## src/rtl/apt_pkg.sv

```systemverilog
`timescale 1ns/1ps
package apt_pkg;

   // Bus events decoded from the synchronized lines, one cycle wide each.
   typedef struct packed {
      logic start;
      logic stop;
      logic scl_rise;
      logic scl_fall;
   } bus_evt_t;

   localparam int EXT_NIBBLE_W = 4;

   // An extension code is a leading nibble of all zeros or all ones.
   function automatic logic nibble_is_ext(input logic [EXT_NIBBLE_W-1:0] hi);
      return (hi == '0) || (hi == '1);
   endfunction

endpackage

```

## src/rtl/apt_sync.sv

```systemverilog
`timescale 1ns/1ps
module apt_sync #(
   parameter int                WIDTH   = 2,
   parameter int                STAGES  = 2,
   parameter logic [WIDTH-1:0]  RST_VAL = '1
) (
   input  logic             clk,
   input  logic             rst_n,
   input  logic [WIDTH-1:0] d,
   output logic [WIDTH-1:0] q
);

   for (genvar i = 0; i < STAGES; i++) begin : g_stg
      logic [WIDTH-1:0] r;
      if (i == 0) begin : g_first
         always_ff @(posedge clk or negedge rst_n) begin
            if (!rst_n) r <= RST_VAL;
            else        r <= d;
         end
      end else begin : g_next
         always_ff @(posedge clk or negedge rst_n) begin
            if (!rst_n) r <= RST_VAL;
            else        r <= g_stg[i-1].r;
         end
      end
   end

   assign q = g_stg[STAGES-1].r;

endmodule

```

## src/rtl/apt_bus_events.sv

```systemverilog
`timescale 1ns/1ps
module apt_bus_events
   import apt_pkg::*;
(
   input  logic     clk,
   input  logic     rst_n,
   input  logic     scl_s,
   input  logic     sda_s,
   output bus_evt_t evt
);

   logic scl_q;
   logic sda_q;

   always_ff @(posedge clk or negedge rst_n) begin
      if (!rst_n) begin
         scl_q <= 1'b1;
         sda_q <= 1'b1;
      end else begin
         scl_q <= scl_s;
         sda_q <= sda_s;
      end
   end

   always_comb begin
      evt.scl_rise = scl_s & ~scl_q;
      evt.scl_fall = ~scl_s & scl_q;
      evt.start    = scl_s & scl_q & sda_q & ~sda_s;
      evt.stop     = scl_s & scl_q & ~sda_q & sda_s;
   end

endmodule

```

## src/rtl/apt_frame.sv

```systemverilog
`timescale 1ns/1ps
module apt_frame
   import apt_pkg::*;
#(
   parameter int ADDR_W = 7
) (
   input  logic              clk,
   input  logic              rst_n,
   input  logic              enable,
   input  bus_evt_t          evt,
   input  logic              sda_s,
   output logic              eighth,
   output logic              ninth_fall,
   output logic              in_ninth,
   output logic [ADDR_W-1:0] rx_addr,
   output logic              rx_lsb
);

   // ADDR_W address bits, one direction bit, one acknowledge bit.
   localparam int LAST  = ADDR_W + 2;
   localparam int CNT_W = $clog2(LAST + 1);
   localparam logic [CNT_W-1:0] CNT_DIR  = CNT_W'(ADDR_W);
   localparam logic [CNT_W-1:0] CNT_ACK  = CNT_W'(ADDR_W + 1);
   localparam logic [CNT_W-1:0] CNT_LAST = CNT_W'(LAST);

   logic [CNT_W-1:0]  cnt;
   logic              first;
   logic [ADDR_W-1:0] shreg;

   always_ff @(posedge clk or negedge rst_n) begin
      if (!rst_n) begin
         cnt      <= '0;
         first    <= 1'b0;
         in_ninth <= 1'b0;
         shreg    <= '0;
      end else if (!enable) begin
         cnt      <= '0;
         first    <= 1'b0;
         in_ninth <= 1'b0;
      end else if (evt.start) begin
         cnt      <= '0;
         first    <= 1'b1;
         in_ninth <= 1'b0;
      end else if (evt.stop) begin
         first    <= 1'b0;
         in_ninth <= 1'b0;
      end else begin
         if (evt.scl_rise) begin
            in_ninth <= first && (cnt == CNT_ACK);
            if (first) cnt <= cnt + 1'b1;
            if (first && (cnt < CNT_DIR)) shreg <= {shreg[ADDR_W-2:0], sda_s};
         end
         if (evt.scl_fall && first && (cnt == CNT_LAST)) first <= 1'b0;
      end
   end

   assign eighth     = enable & evt.scl_rise & first & (cnt == CNT_DIR);
   assign ninth_fall = enable & evt.scl_fall & first & (cnt == CNT_LAST);
   assign rx_addr    = shreg;
   assign rx_lsb     = sda_s;

endmodule

```

## src/rtl/apt_flags.sv

```systemverilog
`timescale 1ns/1ps
module apt_flags
   import apt_pkg::*;
#(
   parameter int ADDR_W = 7
) (
   input  logic              clk,
   input  logic              rst_n,
   input  logic              enable,
   input  logic              comm_release,
   input  logic              wait_release,
   input  logic              arb_lost,
   input  logic              role_master,
   input  logic              master_rw,
   input  logic              ev_start,
   input  logic              ev_stop,
   input  logic              eighth,
   input  logic              ninth_fall,
   input  logic              in_ninth,
   input  logic [ADDR_W-1:0] rx_addr,
   input  logic              rx_lsb,
   input  logic [ADDR_W-1:0] own_addr,
   output logic              ext_code,
   output logic              addr_match,
   output logic              xmit,
   output logic              sda_oe_allow
);

   logic ext_hit, match_hit, wait_hit;
   logic clr_addr, clr_dir, clr_oe;

   assign ext_hit   = nibble_is_ext(rx_addr[ADDR_W-1 -: EXT_NIBBLE_W]);
   assign match_hit = (rx_addr == own_addr);
   assign wait_hit  = wait_release & in_ninth & xmit;

   // Clear sources; each one outranks any set in the same cycle.
   assign clr_addr = ~enable | comm_release | ev_start | ev_stop;
   assign clr_dir  = ~enable | comm_release | ev_stop | arb_lost | wait_hit
                   | (ev_start & ~role_master);
   assign clr_oe   = clr_dir | ev_start | eighth;

   always_ff @(posedge clk or negedge rst_n) begin
      if (!rst_n) begin
         ext_code   <= 1'b0;
         addr_match <= 1'b0;
      end else if (clr_addr) begin
         ext_code   <= 1'b0;
         addr_match <= 1'b0;
      end else if (eighth) begin
         if (ext_hit)   ext_code   <= 1'b1;
         if (match_hit) addr_match <= 1'b1;
      end
   end

   always_ff @(posedge clk or negedge rst_n) begin
      if (!rst_n)                      xmit <= 1'b0;
      else if (clr_dir)                xmit <= 1'b0;
      else if (ev_start & role_master) xmit <= 1'b1;
      else if (eighth)                 xmit <= role_master ? ~master_rw : rx_lsb;
   end

   always_ff @(posedge clk or negedge rst_n) begin
      if (!rst_n)                 sda_oe_allow <= 1'b0;
      else if (clr_oe)            sda_oe_allow <= 1'b0;
      else if (ninth_fall & xmit) sda_oe_allow <= 1'b1;
   end

endmodule

```

## src/rtl/addr_phase_tracker.sv

```systemverilog
`timescale 1ns/1ps
module addr_phase_tracker
   import apt_pkg::*;
#(
   parameter int ADDR_W      = 7,
   parameter int SYNC_STAGES = 2
) (
   input  logic              clk,
   input  logic              rst_n,
   input  logic              scl_in,
   input  logic              sda_in,
   input  logic              enable,
   input  logic              comm_release,
   input  logic              wait_release,
   input  logic              arb_lost,
   input  logic              role_master,
   input  logic              master_rw,
   input  logic [ADDR_W-1:0] own_addr,
   output logic              ext_code,
   output logic              addr_match,
   output logic              xmit,
   output logic              sda_oe_allow
);

   if (ADDR_W < EXT_NIBBLE_W + 1) begin : g_bad_addr_w
      $error("addr_phase_tracker: ADDR_W must be at least 5");
   end
   if (SYNC_STAGES < 2) begin : g_bad_sync
      $error("addr_phase_tracker: SYNC_STAGES must be at least 2");
   end

   logic [1:0]        bus_s;
   bus_evt_t          evt;
   logic              ev_start, ev_stop;
   logic              eighth, ninth_fall, in_ninth;
   logic [ADDR_W-1:0] rx_addr;
   logic              rx_lsb;

   apt_sync #(.WIDTH(2), .STAGES(SYNC_STAGES), .RST_VAL(2'b11)) u_sync (
      .clk   (clk),
      .rst_n (rst_n),
      .d     ({scl_in, sda_in}),
      .q     (bus_s)
   );

   apt_bus_events u_events (
      .clk   (clk),
      .rst_n (rst_n),
      .scl_s (bus_s[1]),
      .sda_s (bus_s[0]),
      .evt   (evt)
   );

   assign ev_start = enable & evt.start;
   assign ev_stop  = enable & evt.stop;

   apt_frame #(.ADDR_W(ADDR_W)) u_frame (
      .clk        (clk),
      .rst_n      (rst_n),
      .enable     (enable),
      .evt        (evt),
      .sda_s      (bus_s[0]),
      .eighth     (eighth),
      .ninth_fall (ninth_fall),
      .in_ninth   (in_ninth),
      .rx_addr    (rx_addr),
      .rx_lsb     (rx_lsb)
   );

   apt_flags #(.ADDR_W(ADDR_W)) u_flags (
      .clk          (clk),
      .rst_n        (rst_n),
      .enable       (enable),
      .comm_release (comm_release),
      .wait_release (wait_release),
      .arb_lost     (arb_lost),
      .role_master  (role_master),
      .master_rw    (master_rw),
      .ev_start     (ev_start),
      .ev_stop      (ev_stop),
      .eighth       (eighth),
      .ninth_fall   (ninth_fall),
      .in_ninth     (in_ninth),
      .rx_addr      (rx_addr),
      .rx_lsb       (rx_lsb),
      .own_addr     (own_addr),
      .ext_code     (ext_code),
      .addr_match   (addr_match),
      .xmit         (xmit),
      .sda_oe_allow (sda_oe_allow)
   );

endmodule

```

## config.mk

```make
export PLATFORM = sky130hd
export DESIGN_NAME = addr_phase_tracker
export DESIGN_NICKNAME = d
export VERILOG_FILES = /design/src/rtl/apt_pkg.sv /design/src/rtl/apt_sync.sv /design/src/rtl/apt_bus_events.sv /design/src/rtl/apt_frame.sv /design/src/rtl/apt_flags.sv /design/src/rtl/addr_phase_tracker.sv
export SDC_FILE = /design/constraint.sdc
export NUM_CORES = 1
export LEC_CHECK = 0
export BUFFER_PORTS_ARGS = -buffer_cell sky130_fd_sc_hd__buf_2
export CORE_ASPECT_RATIO = 0.7
export CORE_MARGIN = 1.5
export CORE_UTILIZATION = 49
export CTS_CLUSTER_SIZE = 28
export DETAILED_ROUTE_END_ITERATION = 10
export HOLD_SLACK_MARGIN = 0.03
export PLACE_DENSITY = 0.83
export SKIP_CTS_REPAIR_TIMING = 1
export SYNTH_ARGS = -nofsm -noshare
export SYNTH_HDL_FRONTEND = slang
export SYNTH_SLANG_ARGS = --single-unit
export TNS_END_PERCENT = 1
```

## constraint.sdc

```tcl
create_clock -name clk -period 1.3 [get_ports clk]
set_input_delay 0.065 -clock clk [delete_from_list [all_inputs] [get_ports clk]]
set_output_delay 0.065 -clock clk [all_outputs]
set_load 0.01 [all_outputs]
```

==> metrics list, run 1 <==
- The flow ran to the end, but the final reports show violations.
* Failing checks: negative setup slack
* Synth cell types: 34
* Net Count, Synth: roughly 130
- For flop-to-flop paths, the worst setup slack is -0.09 ns.
* Cell area after layout: ~1500 um2
- Final setup TNS: -0.852 ns
- Clock latency on the worst-skew pair: roughly 0.32 ns
- Critical path data required time: roughly 1.5 ns
- Data arrival time of the critical path: about 1.6 ns
- DR pass1 iterations: 7
- The critical path runs through a total of 5 cells.
* Number of placement rows: 14
- Post-synthesis async set-or-reset flop share: 100%
- The synthesized design contains 23 register bits.
* Routed Antenna Nets: 0
- Vias per inst: approximately 5.4
- First element of the critical path: u_sync.q[1]$_DFF_PN1_
* Critical path peak fanout: 5
- OpenSTA, run right after detailed placement, puts the worst setup slack at -0.130 ns.
- Clock net sink count: 23
* Clock Tree Buf Depth: 2
- Startpoint-to-endpoint class of the critical path: reg2reg
- Die outline height: 44.3 um
- Launching element type of the critical path: register
* Power Dens Cells: roughly 840 nW/um2
- Wire length of the first global-routing pass: 4260 um
- Fraction of final layout cells sized beyond drive strength 1: 44.7%
* Least setup slack across all paths after layout: -0.0924 ns
- The critical path ends at u_frame.cnt[2]$_DFFE_PN0P_.
- Setup repair after global routing could not meet its margin everywhere.
- Number of flops mapped to enable cells by yosys: 0
- Count of buffers from port buffering: 20
- The final layout contains roughly 170 nets.
- WL/cell: ~15 um
- The initial antenna violation count is 0.
- Largest net degree at the start of global routing: 24
- The layout has about 180 filler cells.
* CORE AREA: 2220 um2
- Actual transition at the worst max-transition pin: approximately 0.49 ns
- Hold Fails Final Rpt: 0
* Number of synthesis warnings: 0
- Final hold analysis gives a worst-case slack of ~0.025 ns.
- The worst register-to-register path ends at u_frame.cnt[2]$_DFFE_PN0P_.
- Sequential cells were found to cover between 40% and 50% of the synthesized design area.
- Master of the slowest instance on the critical path: sky130_fd_sc_hd__dfstp_2
- Via count of the first global-routing pass: ~940
- Die Wd: between 60 and 70 um
- After layout, the minimum clock period comes to between 1 and 1.5 ns.
- 0 antenna diodes ended up in the layout.
- The signal on the critical path passes through buf_4 > nand2_1 > o21ai_1 > or2_2 > a31oi_1.
- Once the floorplan was initialized, standard cells occupied about 54% of the core.
- Number of cells traversed by the worst register-to-register path: 5
- Non-Filler Instances: 182
- The placed instances occupy a cell area of 1430 um2.
* H-tree depth reported by CTS: 1
* Global-route total usage across every layer: between 20% and 30%
* Last weighted congestion value of the routability-driven placer: between 0.8 and 0.9
- Peak clock frequency supported by timing: between 700 and 800 MHz
* Crit end category: register
* Crit path buffers/inverters: 1
- In this run the clock root is driven by a sky130_fd_sc_hd__clkbuf_4.
- Congestion Overflow GR: 0
- Power Total: between 1 and 1.5 mW
- Setup violations remaining at the end of the flow were counted as 15.
- The analysis attributes to cell leakage a power of ~0.73 nW.
* Classification of the worst-slack hold path: in2reg
* Critical path's largest stage delay: ~0.61 ns
- Area enclosed by the die boundary: ~2700 um2
- After technology mapping, the gate count stands at between 100 and 150.
- From synthesis to final layout, the design area changed by 29.6%.
- A synthesized cell averages about 11 um2.
* Normalized max-slew margin: about two thirds
- DRC violations left: 0
* Family of cells with the greatest summed delay on the critical path: flip-flops
* Cell total after placement: approximately 170
- Count of pins over their slew limit: 0
- Clock-pin slew was measured on the worst setup and hold paths at 0.13 ns.
* Primary flip-flop cell chosen by synthesis mapping: sky130_fd_sc_hd__dfrtp_1
- Mapped cell area: between 1000 and 1500 um2
- On the final layout, the worst clock skew is roughly 0.0016 ns.
- TritonCTS created 3 clock buffers.
- Reg2Reg Launch Point: u_sync.q[1]$_DFF_PN1_
* DPL Wire Length: between 1500 and 2000 um
- Via total after detailed routing: approximately 970
* Clock tree from TritonCTS: done
- Total wire length after detailed routing: about 2700 um
- Finished Core Util: a little over two thirds
* Max-capacitance violation count: 0
- Crit share post-route: 107%
* # IOs: 21
- VDD IR-drop max: between 0.6 and 0.7 mV
* Drt first-iter violations: 55
-- metal layers --
metal / up-vias / global-route usage [%] / wire, um
met5: - / 0 / 0
met1: 468 / 28.9 / 1190
met4: 0 / 5.11 / 33
li1: 467 / - / -
met2: 35 / 35.8 / 1300
met3: 4 / 6.43 / 140
-- Yosys cell counts (2+ instances only) --
| master | instances | area share [%] |
|---|---|---|
| sky130_fd_sc_hd__a21oi_1 | 7 | 2.9 |
| sky130_fd_sc_hd__nor3_1 | 2 | 0.84 |
| sky130_fd_sc_hd__inv_1 | 5 | 1.6 |
| sky130_fd_sc_hd__nand3_1 | 3 | 1.3 |
| sky130_fd_sc_hd__ha_1 | 3 | 3.2 |
| sky130_fd_sc_hd__nor2_1 | 6 | 1.9 |
| sky130_fd_sc_hd__mux2_2 | 7 | 6.6 |
| sky130_fd_sc_hd__xor2_1 | 7 | 5.1 |
| sky130_fd_sc_hd__a32oi_1 | 2 | 1.5 |
| sky130_fd_sc_hd__dfrtp_1 | 17 | 36 |
| sky130_fd_sc_hd__nor4_1 | 3 | 1.6 |
| sky130_fd_sc_hd__nand2_1 | 8 | 2.5 |
| sky130_fd_sc_hd__a31oi_1 | 3 | 1.6 |
| sky130_fd_sc_hd__dfstp_2 | 6 | 13 |
| sky130_fd_sc_hd__nand2b_1 | 3 | 1.6 |
| sky130_fd_sc_hd__o21ai_0 | 5 | 2.1 |
| sky130_fd_sc_hd__nor2b_1 | 2 | 1.1 |
| sky130_fd_sc_hd__mux2i_1 | 2 | 1.7 |
-- area by class of cell --
class | instances | area, um2 | share of cell area, %
Clock buffer | 3 | 22.5 | 1.46
Clock inverter | 1 | 5.00 | 0.324
Inverter | 5 | 18.8 | 1.22
Multi-Input combinational cell | 78 | 611 | 39.5
Sequential cell | 23 | 583 | 37.8
Tap cell | 32 | 40.0 | 2.59
Timing Repair Buffer | 40 | 264 | 17.1
-- flip-flops by register name, summed over array words and instances, names as in the netlist --
signal                cells
u_frame.cnt               4
u_frame.rx_addr           7
u_events.sda_q            1
u_sync.q                  2
u_flags.ext_code          1
u_flags.addr_match        1
u_frame.in_ninth          1
u_sync.g_stg.r            2
u_events.scl_q            1
u_frame.first             1
u_flags.sda_oe_allow      1
u_flags.xmit              1
-- cell usage in the layout (no fill, tap or decap), types with 3 or more instances in the layout --
cell / synthesis / layout
sky130_fd_sc_hd__mux2_2: 7 / 7
sky130_fd_sc_hd__dfstp_2: 6 / 6
sky130_fd_sc_hd__nor2_1: 6 / 6
sky130_fd_sc_hd__xor2_1: 7 / 7
sky130_fd_sc_hd__nor4_1: 3 / 3
sky130_fd_sc_hd__inv_1: 5 / 5
sky130_fd_sc_hd__nand2b_4: 1 / 3
sky130_fd_sc_hd__dfrtp_1: 17 / 17
sky130_fd_sc_hd__a31oi_1: 3 / 3
sky130_fd_sc_hd__a21oi_1: 7 / 7
sky130_fd_sc_hd__dlygate4sd3_1: 0 / 4
sky130_fd_sc_hd__o21ai_1: 0 / 4
sky130_fd_sc_hd__nand2_1: 8 / 7
sky130_fd_sc_hd__clkbuf_4: 0 / 3
sky130_fd_sc_hd__buf_2: 0 / 20
sky130_fd_sc_hd__nand3_1: 3 / 3
sky130_fd_sc_hd__buf_4: 0 / 15
-- how the worst min path moves through the flow --
| stage | cells past startpoint | endpoint | from |
|---|---|---|---|
| global route | 4 | u_flags.sda_oe_allow$_DFFE_PN0P_ | arb_lost |
| finish | 4 | u_flags.sda_oe_allow$_DFFE_PN0P_ | arb_lost |
| detailed placement | 1 | u_frame.rx_addr[1]$_DFFE_PN0P_ | rst_n |
| CTS | 1 | u_frame.rx_addr[1]$_DFFE_PN0P_ | rst_n |
| global placement | 1 | u_frame.rx_addr[1]$_DFFE_PN0P_ | rst_n |
| floorplan | 0 | u_flags.addr_match$_DFFE_PN0P_ | rst_n |
-- cell families after synthesis --
family	share of synthesized area (%)
fa+ha+maj	3.15
compound gates	11.5
buf+inv	2.52
xor+xnor	5.15
mux	8.30
flops	48.9
simple gates	20.5
-- worst register-to-register path: cells and delay by family, from the launching register on --
family / cells / cell delay (ns)
and+or+nand+nor: 2 / 0.24
buffers and inverters: 1 / 0.14
DFF: 1 / 0.61
AOI/OAI and AO/OA: 2 / 0.29
-- power by group --
part	switching, mW	internal, mW	leakage (nW)	total, mW
clock network	0.226	0.115	0.0177	0.341
registers	0.0232	0.747	0.299	0.770
logic	0.0832	0.0949	0.413	0.178
total	0.332	0.958	0.730	1.29
Note: power is estimated with default switching activity, not from simulation.
==> run 2: changes to the inputs <==
--- a/config.mk
+++ b/config.mk
@@ -6,6 +6,7 @@
 export NUM_CORES = 1
 export LEC_CHECK = 0
 export BUFFER_PORTS_ARGS = -buffer_cell sky130_fd_sc_hd__buf_2
+export CAP_MARGIN = 20
 export CORE_ASPECT_RATIO = 0.7
 export CORE_MARGIN = 1.5
 export CORE_UTILIZATION = 49
@@ -14,6 +15,7 @@
 export HOLD_SLACK_MARGIN = 0.03
 export PLACE_DENSITY = 0.83
 export SKIP_CTS_REPAIR_TIMING = 1
+export SLEW_MARGIN = 20
 export SYNTH_ARGS = -nofsm -noshare
 export SYNTH_HDL_FRONTEND = slang
 export SYNTH_SLANG_ARGS = --single-unit
==> constraint.sdc (replaced) <==
create_clock -name clk -period 1.3 [get_ports clk]
set_input_delay 0.13 -clock clk [delete_from_list [all_inputs] [get_ports clk]]
set_output_delay 0.13 -clock clk [all_outputs]
set_load 0.01 [all_outputs]
==> run 2 against run 1 <==
The flow still finishes with violations (negative setup slack). Highest routed layer unchanged. Sequential power about the same. Die area unchanged. Worst hold slack improved by 0.062 ns. Via count decreased by 0.21%. Worst setup slack about the same. Design area decreased by 0.65%. First-iteration DRC count increased by 16%. Critical path type unchanged.
==> metrics list, run 2 (synthesis gave the netlist of run 1 again) <==
* Antenna violations before repair: 0 (unchanged)
* Post-Place Worst Slack: -0.130 ns (unchanged)
* Launching element type of the critical path: register
- The maximum net fanout on the critical path was 5 (unchanged).
* Data arrival time of the critical path: 1.60 ns (about the same)
- Hold Fails Final Rpt: 0 (unchanged)
- Final critical-path required period: 1.39 ns (+0.000473 ns)
* Crit share post-route: 107% (about the same)
- Failing checks: negative setup slack
- Die outline height: 44.3 um (unchanged)
- Critical path data required time: 1.51 ns (about the same)
- Leak: 0.726 nW (-0.57%)
* Count of pins over their slew limit: 0 (unchanged)
* Vias per inst: 5.37 (+0.35%)
- Startpoint-to-endpoint class of the critical path: reg2reg
- Drt first-iter violations: 64 (+16%)
* Normalized max-slew margin: 67.4% (+0.083 points)
- Fraction of final layout cells sized beyond drive strength 1: 45.0% (+0.30 points)
- The cell row count came to 14 (unchanged).
- Classification of the worst-slack hold path: in2reg
- The source-to-sink clock delay at the later pin of the worst-skew pair was 0.32 ns (about the same).
* Cell total after placement: 172 (unchanged)
- The total wire length after detailed routing came to 2650 um (-0.60%).
- # IOs: 21 (unchanged)
- Compared with the post-synthesis result, the final layout area differs by 28.8%.
- The global router's overall resource usage was 21.9% (unchanged).
* Least setup slack across all paths after layout: -0.0928 ns (-0.000474 ns)
- Via total after detailed routing: 972 (-0.21%)
- Instance area after placement: 1430 um2 (unchanged)
* Initial core utilization: 53.5% (unchanged)
- Most frequent standard cell in the layout excluding fill and tap cells: sky130_fd_sc_hd__buf_2
* Clock tree from TritonCTS: done
* Clock transition at the registers of the reported paths: 0.13 ns (about the same)
- The total number of nets in the final design came to 170 (-0.58%).
- VDD IR-drop max: 0.691 mV (about the same)
* Wire length of the first global-routing pass: 4260 um (unchanged)
- The antenna diode count came to 0 (unchanged).
* Status: complete, but fails checks
* Crit end category: register
* Clock Tree Buf Depth: 2 (unchanged)
- The wire length per cell was 14.6 um (about the same).
- Max reg flops: 7 (unchanged)
- Setup repair after global routing could not meet its margin everywhere.
* Peak clock frequency supported by timing: 718 MHz (about the same)
* DRC violations left: 0 (unchanged)
- Count of buffers from port buffering: 20 (unchanged)
* Power Dens Cells: 839 nW/um2 (+0.43%)
* Congestion Overflow GR: 0 (unchanged)
- CORE AREA: 2220 um2 (unchanged)
- H-tree depth reported by CTS: 1 (unchanged)
- The final non-filler cell area was 1530 um2 (-0.65%).
- Post-Route Skew: 0.00136 ns (-0.000195 ns)
- Max-capacitance violation count: 0 (unchanged)
- Clk root buf: sky130_fd_sc_hd__clkbuf_4
- The width of the die came to 61.9 um (unchanged).
* Clock net sink count: 23 (unchanged)
- Actual transition at the worst max-transition pin: 0.488 ns (-0.00124 ns)
- Largest net degree at the start of global routing: 24 (unchanged)
- Routed Antenna Nets: 0 (unchanged)
- Setup Viol. Count Final: 15 (unchanged)
* Last weighted congestion value of the routability-driven placer: 0.857 (unchanged)
* Via count of the first global-routing pass: 944 (unchanged)
- In the layout the commonest cells are 20 x sky130_fd_sc_hd__buf_2, 17 x sky130_fd_sc_hd__dfrtp_1, 15 x sky130_fd_sc_hd__buf_4.
- Non-Filler Instances: 181 (-0.55%)
- DR pass1 iterations: 7 (unchanged)
* Number of buffers added by the clock tree synthesis step: 3 (unchanged)
* DPL Wire Length: 1960 um (unchanged)
- The die outline area came to 2740 um2 (unchanged).
run 2: cell types whose count changed in the layout (fill, tap and decap cells not counted):
cell	change
sky130_fd_sc_hd__dlygate4sd3_1	-1
run 2: final cells by class:
| class | count | area (um2) |
|---|---|---|
| inverter | 5 | 18.8 |
| sequential | 23 | 583 |
| timing repair buffer | 39 | 254 |
| fill | 178 | 691 |
| clock inverter | 1 | 5.00 |
| clock buffer | 3 | 22.5 |
| multi-input combinational | 78 | 611 |
| tap | 32 | 40.0 |
run 2: worst paths after layout:
check,endpoint,slack [ns],cells past startpoint,startpoint
min in group asynchronous,u_frame.rx_addr[2]$_DFFE_PN0P_,0.28,2,rst_n
setup reg to reg,u_frame.cnt[2]$_DFFE_PN0P_,-0.09,5,u_sync.q[1]$_DFF_PN1_
max in group asynchronous,u_events.scl_q$_DFF_PN1_,0.67,2,rst_n
hold / removal,u_flags.xmit$_DFFE_PN0P_,0.09,3,role_master
setup / recovery,u_frame.cnt[2]$_DFFE_PN0P_,-0.09,5,u_sync.q[1]$_DFF_PN1_
hold reg to reg,u_sync.q[1]$_DFF_PN1_,0.36,0,u_sync.g_stg[0].r[1]$_DFF_PN1_
run 2: critical path, stage by stage (launching register included):
cell and delay, ns:
sky130_fd_sc_hd__dfstp_2 0.61, sky130_fd_sc_hd__buf_4 0.14, sky130_fd_sc_hd__nand2_1 0.09, sky130_fd_sc_hd__o21ai_1 0.21
sky130_fd_sc_hd__or2_2 0.15, sky130_fd_sc_hd__a31oi_1 0.08
run 2: through the flow:
step	TNS (ns)	power, mW	utilization, %	hold slack, ns
detailed placement	-1.49	0.934	64.1	0.131
global placement	-0.747	0.926	64.1	0.120
floorplan	-0.559	0.853	-	-0.166
finish	-0.856	1.29	69.0	0.0878
global route	-1.65	1.35	69.0	0.0891
CTS	-1.94	1.27	65.3	-0.227
run 2: power by group:
group	switching [mW]	total (mW)	internal [mW]	leakage, nW
clock	0.225	0.341	0.115	0.0177
sequential	0.0231	0.770	0.747	0.299
combinational	0.0827	0.176	0.0930	0.409
run 2: per-layer routing:
metal  wire length (um)  part of all wire, %  global-route usage, %  vias up
li1                   -                    -                      -      465
met1               1180                   45                   28.9      471
met2               1300                   49                   35.8       32
met3                133                  5.0                   6.43        4
met4                 33                  1.2                   5.11        0
met5                  0                    0                      0        -
